$ cat config.mk
export PLATFORM = sky130hd
export DESIGN_NAME = regbank_core
export DESIGN_NICKNAME = d
export VERILOG_FILES = /design/src/rtl/regbank_pkg.sv /design/src/rtl/regbank_bank_ctl.sv /design/src/rtl/regbank_store.sv /design/src/rtl/regbank_flags.sv /design/src/rtl/regbank_core.sv
export SDC_FILE = /design/constraint.sdc
export NUM_CORES = 1
export LEC_CHECK = 0
export BUFFER_PORTS_ARGS = -buffer_cell sky130_fd_sc_hd__buf_2
export CAP_MARGIN = 30
export CORE_ASPECT_RATIO = 1.4
export CORE_MARGIN = 2
export CORE_UTILIZATION = 55
export CTS_BUF_LIST = sky130_fd_sc_hd__clkbuf_8
export CTS_CLUSTER_SIZE = 28
export DETAILED_ROUTE_END_ITERATION = 12
export GPL_TIMING_DRIVEN = 0
export PLACE_DENSITY = 0.72
export SYNTH_ARGS = -nofsm -noshare
export SYNTH_HDL_FRONTEND = slang
export SYNTH_HIERARCHICAL = 1
export SYNTH_SLANG_ARGS = --single-unit
$ cat constraint.sdc
create_clock -name clk -period 5.4 [get_ports clk]
set_input_delay 1.08 -clock clk [delete_from_list [all_inputs] [get_ports clk]]
set_output_delay 1.08 -clock clk [all_outputs]
set_load 0.02 [all_outputs]
$ cat src/rtl/regbank_pkg.sv
package regbank_pkg;

  // Operation kind for flag generation.
  typedef enum logic {
    MODE_ADD = 1'b0,
    MODE_SUB = 1'b1
  } alu_mode_e;

  // Zero / carry outcome of one arithmetic step.
  typedef struct packed {
    logic zero;
    logic carry;
  } zc_t;

endpackage

$ cat src/rtl/regbank_bank_ctl.sv
module regbank_bank_ctl #(
  parameter int BANK_W = 1
) (
  input  logic              clk,
  input  logic              rst_n,
  input  logic              sel_en,
  input  logic [BANK_W-1:0] sel_val,
  output logic [BANK_W-1:0] bank_q,
  output logic              flip
);

  logic [BANK_W-1:0] bank_d;

  always_comb begin
    bank_d = bank_q;
    if (sel_en) bank_d = sel_val;
  end

  // Event wire: a set change really happens at the coming edge.
  assign flip = sel_en && (sel_val != bank_q);

  always_ff @(posedge clk or negedge rst_n) begin
    if (!rst_n) bank_q <= '0;
    else        bank_q <= bank_d;
  end

endmodule

$ cat src/rtl/regbank_store.sv
module regbank_store #(
  parameter int DATA_W    = 8,
  parameter int IDX_W     = 4,
  parameter int NUM_BANKS = 2,
  parameter int BANK_W    = 1
) (
  input  logic              clk,
  input  logic              rst_n,
  input  logic [BANK_W-1:0] bank,
  input  logic              wr_en,
  input  logic [IDX_W-1:0]  wr_idx,
  input  logic [DATA_W-1:0] wr_data,
  input  logic [IDX_W-1:0]  rx_idx,
  input  logic [IDX_W-1:0]  ry_idx,
  output logic [DATA_W-1:0] rx_data,
  output logic [DATA_W-1:0] ry_data
);

  localparam int REGS = 1 << IDX_W;

  logic [DATA_W-1:0] mem [NUM_BANKS][REGS];

  genvar gb;
  generate
    for (gb = 0; gb < NUM_BANKS; gb++) begin : g_bank
      logic hit;
      assign hit = wr_en && (bank == BANK_W'(gb));
      always_ff @(posedge clk or negedge rst_n) begin
        if (!rst_n) begin
          for (int r = 0; r < REGS; r++) mem[gb][r] <= '0;
        end else if (hit) begin
          mem[gb][wr_idx] <= wr_data;
        end
      end
    end
  endgenerate

  // Combinational reads see the pre-edge contents (read-before-write).
  assign rx_data = mem[bank][rx_idx];
  assign ry_data = mem[bank][ry_idx];

endmodule

$ cat src/rtl/regbank_flags.sv
module regbank_flags
  import regbank_pkg::*;
#(
  parameter int DATA_W = 8
) (
  input  logic              clk,
  input  logic              rst_n,
  input  logic              upd,
  input  alu_mode_e         mode,
  input  logic [DATA_W-1:0] a,
  input  logic [DATA_W-1:0] b,
  input  logic              ie_set,
  input  logic              ie_clr,
  output logic              z_q,
  output logic              c_q,
  output logic              ie_q
);

  function automatic zc_t calc_zc(input logic [DATA_W-1:0] x,
                                  input logic [DATA_W-1:0] y,
                                  input alu_mode_e m);
    logic [DATA_W:0] wide;
    zc_t res;
    if (m == MODE_SUB) wide = {1'b0, x} - {1'b0, y};
    else               wide = {1'b0, x} + {1'b0, y};
    res.zero  = (wide[DATA_W-1:0] == '0);
    res.carry = wide[DATA_W];
    return res;
  endfunction

  zc_t next_zc;
  assign next_zc = calc_zc(a, b, mode);

  always_ff @(posedge clk or negedge rst_n) begin
    if (!rst_n) begin
      z_q  <= 1'b0;
      c_q  <= 1'b0;
      ie_q <= 1'b0;
    end else begin
      if (upd) begin
        z_q <= next_zc.zero;
        c_q <= next_zc.carry;
      end
      if (ie_clr)      ie_q <= 1'b0;
      else if (ie_set) ie_q <= 1'b1;
    end
  end

endmodule

$ cat src/rtl/regbank_core.sv
module regbank_core
  import regbank_pkg::*;
#(
  parameter int DATA_W    = 8,
  parameter int IDX_W     = 4,
  parameter int NUM_BANKS = 2,
  localparam int BANK_W   = (NUM_BANKS > 1) ? $clog2(NUM_BANKS) : 1
) (
  input  logic              clk,
  input  logic              rst_n,
  input  logic              bank_sel_en,
  input  logic [BANK_W-1:0] bank_sel_val,
  output logic [BANK_W-1:0] bank_active,
  input  logic [IDX_W-1:0]  rx_idx,
  output logic [DATA_W-1:0] rx_data,
  input  logic [IDX_W-1:0]  ry_idx,
  output logic [DATA_W-1:0] ry_data,
  input  logic              wr_en,
  input  logic [IDX_W-1:0]  wr_idx,
  input  logic [DATA_W-1:0] wr_data,
  input  logic              flag_upd,
  input  logic              flag_sub,
  input  logic [DATA_W-1:0] opnd_a,
  input  logic [DATA_W-1:0] opnd_b,
  input  logic              ie_set,
  input  logic              ie_clr,
  output logic              flag_z,
  output logic              flag_c,
  output logic              flag_ie
);

  // Named event wires for the checker.
  logic      bank_flip;
  logic      flag_load;
  alu_mode_e mode;

  assign flag_load = flag_upd;
  assign mode      = flag_sub ? MODE_SUB : MODE_ADD;

  regbank_bank_ctl #(.BANK_W(BANK_W)) u_bank (
    .clk     (clk),
    .rst_n   (rst_n),
    .sel_en  (bank_sel_en),
    .sel_val (bank_sel_val),
    .bank_q  (bank_active),
    .flip    (bank_flip)
  );

  regbank_store #(
    .DATA_W(DATA_W), .IDX_W(IDX_W), .NUM_BANKS(NUM_BANKS), .BANK_W(BANK_W)
  ) u_store (
    .clk     (clk),
    .rst_n   (rst_n),
    .bank    (bank_active),
    .wr_en   (wr_en),
    .wr_idx  (wr_idx),
    .wr_data (wr_data),
    .rx_idx  (rx_idx),
    .ry_idx  (ry_idx),
    .rx_data (rx_data),
    .ry_data (ry_data)
  );

  regbank_flags #(.DATA_W(DATA_W)) u_flags (
    .clk    (clk),
    .rst_n  (rst_n),
    .upd    (flag_load),
    .mode   (mode),
    .a      (opnd_a),
    .b      (opnd_b),
    .ie_set (ie_set),
    .ie_clr (ie_clr),
    .z_q    (flag_z),
    .c_q    (flag_c),
    .ie_q   (flag_ie)
  );

endmodule

==> impl_results.md <==
- WL/cell: 28.4 um
- Global placer's final weighted congestion: 0.939
- Routing usage on met2: 0.552
- Pin count of the biggest net entering global routing: 118
- Layout Skew: 0.0272 ns
- Synth Cell Area: 14700 um^2
- Fill count: 2008
- Met1 Usage GRT: 0.373
- Starting Density: 0.562
- Resized Gates After CTS: 0
- Syn Nets: 1133
- Mean post-synth cell area: 13.7 um^2
- Hold_ws: 0.368 ns
- Placed Cells: 1460
- Die area: 28100 um^2
- Pins Over Slew Limit: 0
- Clock Power Share: 0.297
- Die Wd: 142 um
- Slew HR: 0.333
- Worst-path maximum fanout: 10
- Setup CP Type: input pin to primary output
- Via count: 10400
- GR Util All Layers: 0.319
- Crit path time final: 4.63 ns
- Status: finished, final reports clean
- Worst Setup Start Kind: input pin
- Sequential power share: 0.455
- Required time of the critical path: 4.32 ns
- # DRC: 0
- DR iter-0 viols: 902
- Met3 Use GR: 0.0528
- H-tree levels: 2
- Sw frac: 0.302
- I/O Pins: 65
- Area grow syn2layout: 11.0%
- Pre-CTS WS: 0.824 ns
- Static Leak: 0.00731 uW
- Cells on worst reg2reg path: 6
- GR peak layer: met2
- Final wirelength: 43600 um
- Worst-case clock buffer depth: 3
- Finished Layout Cells: 1537
- Post-CTS Setup Bufs: 0
- Crit-path cells: buf_2, buf_6, buf_2, buf_2, mux4_2, a221oi_1, nand3_1, buf_2
- RSZ-0062 raised after global routing: no
- Total power: 5920 uW
- Switching Power: 1790 uW
- Vias in the first global route: 10900
- Crit. End Element: primary output
- CP peak stage delay: 0.64 ns
- IO buf count: 56
- Syn Inst Count: 1078
- First-pass GRT wire length: 64900 um
- Maximum VDD drop: 0.249 mV
- Crit path top cell by count: buf_2
- Post-DRT Antenna Nets: 0
- Commonest non-fill, non-tap cell in the layout: dfrtp_1
- Die Y: 198 um
- Min-delay worst type: input pin to async pin
- Gr ovfl total: 0
- Pint: 4130 uW
- Final WS setup: 0.767 ns
- Synth warn: 6
- DR vias/cell: 6.74
- Fmax achieved: 216 MHz
- Logic pwr share: 0.248
- Final setup violation count: 0
- Number of max-cap violations: 0
- Layout cell share with drive strength beyond 1: 0.446
- Root Buffer: clkbuf_8
- Num CTS Buffers: 43
- Final #Nets: 1236
- Final period utilization: 0.858
- Final hold violation count: 0
- Slew @ Worst Pin: 0.994 ns
- Worst EP arrival: 3.55 ns
- Post-DP HPWL: 30100 um
- Cts hold-fix bufs: 0
- Most frequent cells in the layout: dfrtp_1, mux2_2, mux4_2
- Clk slew on worst S/H paths: 0.06 ns
- Worst-Skew Late Latency: 0.59 ns
- Core Area: 26200 um^2
- Sink Count: 260
- First-pass detailed-route iteration total: 5
- Pwr dens: 362 nW/um^2
- TNS Setup: 0 ns
- Initial antenna violation count: 1
- Worst path slowest cell: a221oi_1
- CTS tree: built
- # rows: 70
## flip-flops by register name (all words and copies together) (netlist names)
signal and flops:
u_store/mem 256, u_bank/bank_q 1, u_flags/c_q 1, u_flags/ie_q 1
u_flags/z_q 1
## worst max-delay path, delay by kind of cell
family | cells | cell delay, ns
buffers and inverters | 5 | 1.24
and+or+nand+nor | 1 | 0.18
muxes | 1 | 0.38
AOI/OAI and AO/OA | 1 | 0.64
## power groups by stage
stage | combinational, uW | clock (uW) | sequential, uW
after global routing | 1560 | 1870 | 2740
after global placement | 1420 | 0 | 2670
after CTS | 1460 | 1790 | 2680
after detailed placement | 1460 | 0 | 2710
final | 1470 | 1760 | 2690
after floorplan | 1100 | 0 | 2610
## area by class of cell
type	count	area, um^2	area share
Sequential cell	260	6510	0.398
Inverter	9	33.8	0.00207
Buffer	84	462	0.0283
Clock inverter	23	131	0.00804
Multi-Input combinational cell	725	7720	0.473
Timing Repair Buffer	58	345	0.0211
Tap cell	324	405	0.0248
Antenna cell	1	2.50	0.000153
Clock buffer	53	729	0.0447
## final timing paths
check                                         to     startpoint  slack (ns)
worst max-delay path                  ry_data[6]      ry_idx[0]        0.77
worst min-delay path            u_store/mem[253]          rst_n        0.37
worst max register to register   u_store/mem[83]  u_bank/bank_q        3.04
worst min register to register      u_flags/ie_q   u_flags/ie_q        0.50
max in group asynchronous        u_store/mem[34]          rst_n        3.68
min in group clk                    u_flags/ie_q   u_flags/ie_q        0.50
## routing by layer
layer,up-vias,part of all wire
met5,-,0
met4,0,0.066
met3,172,0.066
met2,478,0.50
met1,5362,0.36
li1,4340,-
## metrics by stage
step / instance area [um^2] / utilization
after detailed placement: 15500 / 0.591
after CTS: 16300 / 0.624
after global placement: 15400 / 0.588
after floorplan: 14700 / -
final: 16300 / 0.624
after global routing: 16300 / 0.624
Power figures use the tool's default switching activity.
